### src/rtl/nor_id_pkg.sv
package nor_id_pkg;

  localparam int SECT_W    = 8;
  localparam int SIZE_W    = 16;
  localparam int NUM_PARTS = 6;

  typedef enum logic [1:0] {
    VEND_NONE     = 2'd0,
    VEND_UNLOCK_A = 2'd1,
    VEND_STATUS   = 2'd2,
    VEND_UNLOCK_B = 2'd3
  } vendor_e;

  typedef enum logic [1:0] {
    LAY_NONE      = 2'd0,
    LAY_UNIFORM   = 2'd1,
    LAY_BOT8      = 2'd2,
    LAY_BOT_MIXED = 2'd3
  } layout_e;

  typedef struct packed {
    vendor_e             vendor;
    logic [SECT_W-1:0]   sectors;
    logic [SIZE_W-1:0]   size_kib;
    layout_e             layout;
  } geom_t;

  typedef struct packed {
    logic [7:0]  mfr;
    logic [15:0] dev;
    geom_t       geom;
  } part_t;

  localparam logic [7:0] MFR_STATUS    = 8'h89;
  localparam logic [7:0] CMD_UNLOCK1   = 8'hAA;
  localparam logic [7:0] CMD_UNLOCK2   = 8'h55;
  localparam logic [7:0] CMD_AUTOSEL   = 8'h90;
  localparam logic [7:0] CMD_RD_STATUS = 8'hFF;
  localparam logic [7:0] CMD_RD_UNLOCK = 8'hF0;

  localparam part_t PART_TAB [NUM_PARTS] = '{
    '{8'hC2, 16'h22A8, '{VEND_UNLOCK_B, 8'd71,  16'd4096, LAY_BOT8}},
    '{8'hC2, 16'h2249, '{VEND_UNLOCK_B, 8'd35,  16'd2048, LAY_BOT_MIXED}},
    '{8'hC2, 16'h22CB, '{VEND_UNLOCK_B, 8'd135, 16'd8192, LAY_BOT8}},
    '{8'h01, 16'h22D7, '{VEND_UNLOCK_A, 8'd128, 16'd8192, LAY_UNIFORM}},
    '{8'h89, 16'h8896, '{VEND_STATUS,   8'd32,  16'd4096, LAY_UNIFORM}},
    '{8'h89, 16'h88C4, '{VEND_STATUS,   8'd71,  16'd4096, LAY_BOT8}}
  };

  typedef enum logic [3:0] {
    S_IDLE   = 4'd0,
    S_UNL1   = 4'd1,
    S_UNL2   = 4'd2,
    S_AUTO   = 4'd3,
    S_RD_MFR = 4'd4,
    S_RD_DEV = 4'd5,
    S_DECODE = 4'd6,
    S_EXIT   = 4'd7
  } prb_state_e;

endpackage

### src/rtl/nor_bus_seq.sv
module nor_bus_seq #(
  parameter int ADDR_W = 20,
  parameter int DATA_W = 16,
  parameter int WAIT_W = 4
) (
  input  logic              clk_i,
  input  logic              rst_ni,
  input  logic              req_i,
  input  logic              req_we_i,
  input  logic [ADDR_W-1:0] req_addr_i,
  input  logic [DATA_W-1:0] req_wdata_i,
  input  logic [WAIT_W-1:0] wait_i,
  output logic              idle_o,
  output logic              ack_o,
  output logic [DATA_W-1:0] rdata_o,
  output logic [ADDR_W-1:0] bus_addr_o,
  output logic [DATA_W-1:0] bus_wdata_o,
  input  logic [DATA_W-1:0] bus_rdata_i,
  output logic              bus_we_o,
  output logic              bus_re_o
);

  typedef enum logic [1:0] {B_IDLE, B_ACT, B_GAP} bstate_e;

  bstate_e           st_q;
  logic [WAIT_W-1:0] cnt_q;
  logic              we_q;
  logic [ADDR_W-1:0] addr_q;
  logic [DATA_W-1:0] wdata_q;
  logic [DATA_W-1:0] rdata_q;

  always_ff @(posedge clk_i or negedge rst_ni) begin
    if (!rst_ni) begin
      st_q    <= B_IDLE;
      cnt_q   <= '0;
      we_q    <= 1'b0;
      addr_q  <= '0;
      wdata_q <= '0;
      rdata_q <= '0;
    end else begin
      case (st_q)
        B_IDLE: if (req_i) begin
          st_q    <= B_ACT;
          cnt_q   <= '0;
          we_q    <= req_we_i;
          addr_q  <= req_addr_i;
          wdata_q <= req_wdata_i;
        end
        B_ACT: if (cnt_q == wait_i) begin
          st_q <= B_GAP;
          if (!we_q) rdata_q <= bus_rdata_i;
        end else begin
          cnt_q <= cnt_q + 1'b1;
        end
        B_GAP:   st_q <= B_IDLE;
        default: st_q <= B_IDLE;
      endcase
    end
  end

  assign idle_o      = (st_q == B_IDLE);
  assign ack_o       = (st_q == B_GAP);
  assign rdata_o     = rdata_q;
  assign bus_addr_o  = addr_q;
  assign bus_wdata_o = wdata_q;
  assign bus_we_o    = (st_q == B_ACT) &&  we_q;
  assign bus_re_o    = (st_q == B_ACT) && !we_q;

endmodule

### src/rtl/nor_id_classify.sv
module nor_id_classify
  import nor_id_pkg::*;
#(
  parameter int DATA_W = 16
) (
  input  logic [7:0]        mfr_i,
  input  logic [DATA_W-1:0] dev_i,
  output geom_t             geom_o,
  output logic [7:0]        exit_cmd_o
);

  logic [NUM_PARTS-1:0] hit;

  for (genvar g = 0; g < NUM_PARTS; g++) begin : g_match
    assign hit[g] = (mfr_i == PART_TAB[g].mfr) &&
                    (dev_i == DATA_W'(PART_TAB[g].dev));
  end

  always_comb begin
    geom_o = '0;
    for (int i = 0; i < NUM_PARTS; i++) begin
      if (hit[i]) geom_o = PART_TAB[i].geom;
    end
  end

  // exit command follows the manufacturer, even when the pair is unknown
  assign exit_cmd_o = (mfr_i == MFR_STATUS) ? CMD_RD_STATUS : CMD_RD_UNLOCK;

endmodule

### src/rtl/nor_id_prober.sv
module nor_id_prober
  import nor_id_pkg::*;
#(
  parameter int              ADDR_W       = 20,
  parameter int              DATA_W       = 16,
  parameter int              WAIT_W       = 4,
  parameter logic [ADDR_W-1:0] UNLOCK1_ADDR = ADDR_W'(12'h554),
  parameter logic [ADDR_W-1:0] UNLOCK2_ADDR = ADDR_W'(12'h2AB)
) (
  input  logic              clk_i,
  input  logic              rst_ni,
  input  logic              start_i,
  input  logic [WAIT_W-1:0] wait_cfg_i,
  output logic [ADDR_W-1:0] bus_addr_o,
  output logic [DATA_W-1:0] bus_wdata_o,
  input  logic [DATA_W-1:0] bus_rdata_i,
  output logic              bus_we_o,
  output logic              bus_re_o,
  output logic              wr_disable_o,
  output logic              busy_o,
  output logic              done_o,
  output logic [1:0]        vendor_o,
  output logic [SECT_W-1:0] sector_cnt_o,
  output logic [SIZE_W-1:0] size_kib_o,
  output logic [1:0]        boot_layout_o,
  output logic [7:0]        mfr_code_o,
  output logic [DATA_W-1:0] dev_code_o
);

  prb_state_e        state_q;
  logic [WAIT_W-1:0] wait_q;
  logic [7:0]        mfr_q;
  logic [DATA_W-1:0] dev_q;
  geom_t             geom_q;
  logic [7:0]        exit_cmd_q;
  logic              done_q;
  logic              wr_dis_q;

  logic              acc_go, acc_we;
  logic [ADDR_W-1:0] acc_addr;
  logic [DATA_W-1:0] acc_data;
  logic              seq_idle, seq_ack;
  logic [DATA_W-1:0] seq_rdata;
  geom_t             cls_geom;
  logic [7:0]        cls_cmd;

  always_comb begin
    acc_go   = 1'b0;
    acc_we   = 1'b0;
    acc_addr = '0;
    acc_data = '0;
    case (state_q)
      S_UNL1: begin
        acc_go = 1'b1; acc_we = 1'b1;
        acc_addr = UNLOCK1_ADDR; acc_data = DATA_W'(CMD_UNLOCK1);
      end
      S_UNL2: begin
        acc_go = 1'b1; acc_we = 1'b1;
        acc_addr = UNLOCK2_ADDR; acc_data = DATA_W'(CMD_UNLOCK2);
      end
      S_AUTO: begin
        acc_go = 1'b1; acc_we = 1'b1;
        acc_addr = UNLOCK1_ADDR; acc_data = DATA_W'(CMD_AUTOSEL);
      end
      S_RD_MFR: begin
        acc_go = 1'b1; acc_addr = ADDR_W'(1);
      end
      S_RD_DEV: begin
        acc_go = 1'b1; acc_addr = '0;
      end
      S_EXIT: begin
        acc_go = 1'b1; acc_we = 1'b1;
        acc_addr = '0; acc_data = DATA_W'(exit_cmd_q);
      end
      default: ;
    endcase
  end

  nor_bus_seq #(
    .ADDR_W(ADDR_W), .DATA_W(DATA_W), .WAIT_W(WAIT_W)
  ) u_seq (
    .clk_i      (clk_i),
    .rst_ni     (rst_ni),
    .req_i      (acc_go && seq_idle),
    .req_we_i   (acc_we),
    .req_addr_i (acc_addr),
    .req_wdata_i(acc_data),
    .wait_i     (wait_q),
    .idle_o     (seq_idle),
    .ack_o      (seq_ack),
    .rdata_o    (seq_rdata),
    .bus_addr_o (bus_addr_o),
    .bus_wdata_o(bus_wdata_o),
    .bus_rdata_i(bus_rdata_i),
    .bus_we_o   (bus_we_o),
    .bus_re_o   (bus_re_o)
  );

  nor_id_classify #(.DATA_W(DATA_W)) u_cls (
    .mfr_i     (mfr_q),
    .dev_i     (dev_q),
    .geom_o    (cls_geom),
    .exit_cmd_o(cls_cmd)
  );

  always_ff @(posedge clk_i or negedge rst_ni) begin
    if (!rst_ni) begin
      state_q    <= S_IDLE;
      wait_q     <= '0;
      mfr_q      <= '0;
      dev_q      <= '0;
      geom_q     <= '0;
      exit_cmd_q <= '0;
      done_q     <= 1'b0;
      wr_dis_q   <= 1'b1;
    end else begin
      done_q <= 1'b0;
      case (state_q)
        S_IDLE: if (start_i) begin
          state_q  <= S_UNL1;
          wait_q   <= wait_cfg_i;
          wr_dis_q <= 1'b0;
        end
        S_UNL1: if (seq_ack) state_q <= S_UNL2;
        S_UNL2: if (seq_ack) state_q <= S_AUTO;
        S_AUTO: if (seq_ack) state_q <= S_RD_MFR;
        S_RD_MFR: if (seq_ack) begin
          mfr_q   <= seq_rdata[7:0];
          state_q <= S_RD_DEV;
        end
        S_RD_DEV: if (seq_ack) begin
          dev_q   <= seq_rdata;
          state_q <= S_DECODE;
        end
        S_DECODE: begin
          geom_q     <= cls_geom;
          exit_cmd_q <= cls_cmd;
          state_q    <= S_EXIT;
        end
        S_EXIT: if (seq_ack) begin
          state_q  <= S_IDLE;
          done_q   <= 1'b1;
          wr_dis_q <= 1'b1;
        end
        default: state_q <= S_IDLE;
      endcase
    end
  end

  assign wr_disable_o  = wr_dis_q;
  assign busy_o        = (state_q != S_IDLE);
  assign done_o        = done_q;
  assign vendor_o      = geom_q.vendor;
  assign sector_cnt_o  = geom_q.sectors;
  assign size_kib_o    = geom_q.size_kib;
  assign boot_layout_o = geom_q.layout;
  assign mfr_code_o    = mfr_q;
  assign dev_code_o    = dev_q;

endmodule

### config.mk
export PLATFORM = sky130hd
export DESIGN_NAME = nor_id_prober
export DESIGN_NICKNAME = d
export VERILOG_FILES = /design/src/rtl/nor_id_pkg.sv /design/src/rtl/nor_bus_seq.sv /design/src/rtl/nor_id_classify.sv /design/src/rtl/nor_id_prober.sv
export SDC_FILE = /design/constraint.sdc
export NUM_CORES = 1
export LEC_CHECK = 0
export CELL_PAD_IN_SITES_DETAIL_PLACEMENT = 1
export CELL_PAD_IN_SITES_GLOBAL_PLACEMENT = 1
export CORE_MARGIN = 5
export CORE_UTILIZATION = 39
export DETAILED_ROUTE_END_ITERATION = 12
export GPL_TIMING_DRIVEN = 0
export PLACE_DENSITY_LB_ADDON = 0.1
export SLEW_MARGIN = 30
export SYNTH_ARGS = -nofsm -noshare
export SYNTH_HDL_FRONTEND = slang
export SYNTH_SLANG_ARGS = --single-unit
export TNS_END_PERCENT = 50
### constraint.sdc
create_clock -name clk_i -period 3.4 [get_ports clk_i]
set_input_delay 0.51 -clock clk_i [delete_from_list [all_inputs] [get_ports clk_i]]
set_output_delay 0.51 -clock clk_i [all_outputs]
set_load 0.02 [all_outputs]
==> results.sh <==
export IMPL_setup_viol=0
export IMPL_clock_latency_ps=360
export IMPL_multiInputGateArea_mm2=0.00156
export IMPL_end_kind="output port"
export IMPL_synth_seq_cells=77
export IMPL_dr_total_vias=2825
export IMPL_drcViolationCount=0
export IMPL_worstPathMaxFanout=8
export IMPL_ant_nets=0
export IMPL_drv_slew=0
export IMPL_power_w=0.00411
export IMPL_clk_pin_slew_ps=70
export IMPL_cts_sinks=77
export IMPL_gr_usage_met2=0.265
export IMPL_die_height_um=109
export IMPL_die_w_um=109
export IMPL_final_core_util=0.536
export IMPL_period_minus_slack_ps=2330
export IMPL_grt_pass1_vias=2996
export IMPL_cts_buffers=9
export IMPL_hold_buffers=0
export IMPL_period_share=0.685
export IMPL_switching_share=0.371
export IMPL_start_util=0.393
export IMPL_cts_resized=0
export IMPL_io_buffers=83
export IMPL_cp_top_family="buffers and inverters"
export IMPL_startpoint_type="register"
export IMPL_avgRoutedWirePerCell_um=15.4
export IMPL_overflow=0
export IMPL_postCtsSetupBuffers=0
export IMPL_syn_inst=332
export IMPL_cp_cell_sequence="nand2b_1 > nor2_1 > clkdlybuf4s50_1"
export IMPL_place_congestion=0.802
export IMPL_core_area_mm2=0.00964
export IMPL_cts_buffer_depth=2
export IMPL_cp_slowest_stage_delay_ps=610
export IMPL_grt_busiest_layer="met2"
export IMPL_synth_distinct_cells=65
export IMPL_fp_dieArea_mm2=0.0118
export IMPL_ff2ff_path_depth=4
export IMPL_synthArstFlopShare=1.00
export IMPL_yosys_warnings=0
export IMPL_yosys_top_cells_area="dfrtp_1 (50%), buf_4 (9.1%), mux2_1 (7.1%)"
export IMPL_status="finished clean"
export IMPL_tritoncts="done"
export IMPL_diodes=0
export IMPL_max_cap_violations=0
export IMPL_drtPass1Iterations=3
export IMPL_syn_to_final_growth_pct=36.3
export IMPL_worst_pin_slew_ps=659
export IMPL_leakage_nw=2.39
export IMPL_rsz0062_at_grt="no"
export IMPL_drtIter0Drc=53
export IMPL_grt_usage=0.165
export IMPL_pwr_share_comb=0.426
export IMPL_power_frac_seq=0.371
export IMPL_htree_levels=3
export IMPL_crit_type="reg2out"
export IMPL_cp_depth=3
export IMPL_critPathRequiredTime_ps=2890
export IMPL_vias_per_cell=4.75
export IMPL_antenna_found_initial=0
export IMPL_skew_ps=13.6
export IMPL_path_buf_inv=1
export IMPL_grt_pass1_wl_um=15000
export IMPL_synth_largest_area_cell="dfrtp_1"
export IMPL_finalHoldViolCount=0
export IMPL_holdCritPathClass="in2async"
export IMPL_whs_ps=85.8
export IMPL_postSynthAreaPerCell_um2=11.4
export IMPL_peakVddDrop_mv=0.346
export IMPL_cp_slowest_cell="clkdlybuf4s50_1"
export IMPL_r2r_setup_slack_ps=1230
export IMPL_synth_enable_flop_cells=0
export IMPL_synth_top_area_share=0.501
export IMPL_max_slew_margin=0.554
export IMPL_synth_seq_area_share=0.508
export IMPL_ios=116
export IMPL_power_density_mw_per_mm2=795
export IMPL_grt_max_degree=49
export IMPL_met3_usage=0.0426
export IMPL_final_nets=482
export IMPL_netlist_area_mm2=0.00379
export IMPL_rows=36
export IMPL_seq_area_mm2=0.00193
export IMPL_gr_usage_met1=0.207
export IMPL_critPathArrivalTime_ps=1820
export IMPL_cts_root_buf="clkbuf_8"
export IMPL_clkPwrFrac=0.202
export IMPL_dpl_hpwl_um=7070
export IMPL_synth_main_ff_cell="dfrtp_1"
export IMPL_fill_cells=1099
export IMPL_wl_um=9170
export IMPL_max_freq_ghz=0.429
export IMPL_cell_internal_pwr_w=0.00259
export IMPL_layout_drive_gt1_share=0.225
export IMPL_p_sw_w=0.00152
-- state kept, by name, indices dropped and copies added, names as in the netlist, 4 cells and up --
signal	cells
sector_cnt_o	4
u_seq.cnt_q	4
u_seq.bus_wdata_o	6
wait_q	4
u_seq.rdata_o	16
dev_code_o	16
mfr_code_o	8
-- layout make-up --
cell class	count	share of cell area
Clock buffer	9	0.0240
Clock inverter	6	0.0218
Timing Repair Buffer	84	0.166
Multi-Input combinational cell	224	0.302
Inverter	6	0.00436
Sequential cell	77	0.373
Buffer	56	0.0770
Tap cell	133	0.0322
-- final timing paths --
path	from	to
max in group asynchronous	rst_ni	wr_disable_o
setup reg to reg	u_seq.st_q[0]	dev_code_o[11]
hold / removal	rst_ni	wait_q[3]
setup / recovery	u_seq.st_q[1]	bus_re_o
min in group clk_i	wr_disable_o	wr_disable_o
hold reg to reg	wr_disable_o	wr_disable_o
-- power groups by stage --
| stage | Clock (W) | Sequential, W | Combinational, W |
|---|---|---|---|
| floorplan | 0 | 0.00163 | 0.000958 |
| global placement | 0 | 0.00153 | 0.00172 |
| detailed placement | 0 | 0.00155 | 0.00177 |
| CTS | 0.000861 | 0.00153 | 0.00178 |
| global route | 0.000892 | 0.00158 | 0.00191 |
| finish | 0.000831 | 0.00153 | 0.00175 |
-- per-stage QoR --
stage                     TNS, ps  worst slack [ps]  instance area, µm²  instances
after floorplan                 0              1560                3910        363
after global placement     -68020              -900                4910        579
after detailed placement        0              1200                4930        580
after CTS                       0              1030                5170        595
after global routing            0               952                5170        595
final                           0              1070                5170        595
-- cell usage in the layout (no fill, tap or decap), types with 4 or more instances in the layout --
cell             count
buf_4               47
nor2_1              21
nand3b_1             5
conb_1              32
buf_2                4
nand2_1             25
o21ai_1              7
mux2_2              21
clkdlybuf4s50_1     82
inv_1                5
mux2_1              24
xnor2_1              6
o21ai_0              9
a21oi_1              6
nand3_1              6
and3_1               5
clkbuf_8            10
dfrtp_1             76
-- routing by layer --
metal  part of all wire  up-vias  routed length, µm
met3              0.062       17                569
met4              0.023        0                215
met5                  0        -                  0
li1                   -     1339                  -
met2               0.49       77               4450
met1               0.43     1392               3940
-- synthesized netlist by cell type, types with 2 or more instances --
library cell and instances:
dfrtp_1 76, buf_4 46, nand2_1 25, mux2_1 24, mux2_2 21, nor2_1 21, o21ai_0 9, o21ai_1 7
a21oi_1 6, nand3_1 6, xnor2_1 6, and3_1 5, inv_1 5, nand3b_1 5, buf_2 4, clkbuf_1 3
mux2i_1 3, a31oi_1 2, buf_1 2, nand2b_1 2, nand4_1 2, nor3_1 2, nor4_1 2, o211ai_1 2
o21a_1 2, o22ai_1 2, o31ai_1 2, or2_1 2, or4b_4 2
-- cell families after synthesis --
kind of cell             count (synthesis)  synth area share
other                                    1          0.000989
AND/OR/NAND/NOR                         93             0.144
adder cells (fa/ha/maj)                  2           0.00594
flip-flops                              77             0.508
multiplexers                            48             0.142
buffers and inverters                   62             0.111
XOR/XNOR                                 7            0.0162
AO/OA/AOI/OAI                           42            0.0726
Note: power is estimated with default switching activity, not from simulation.
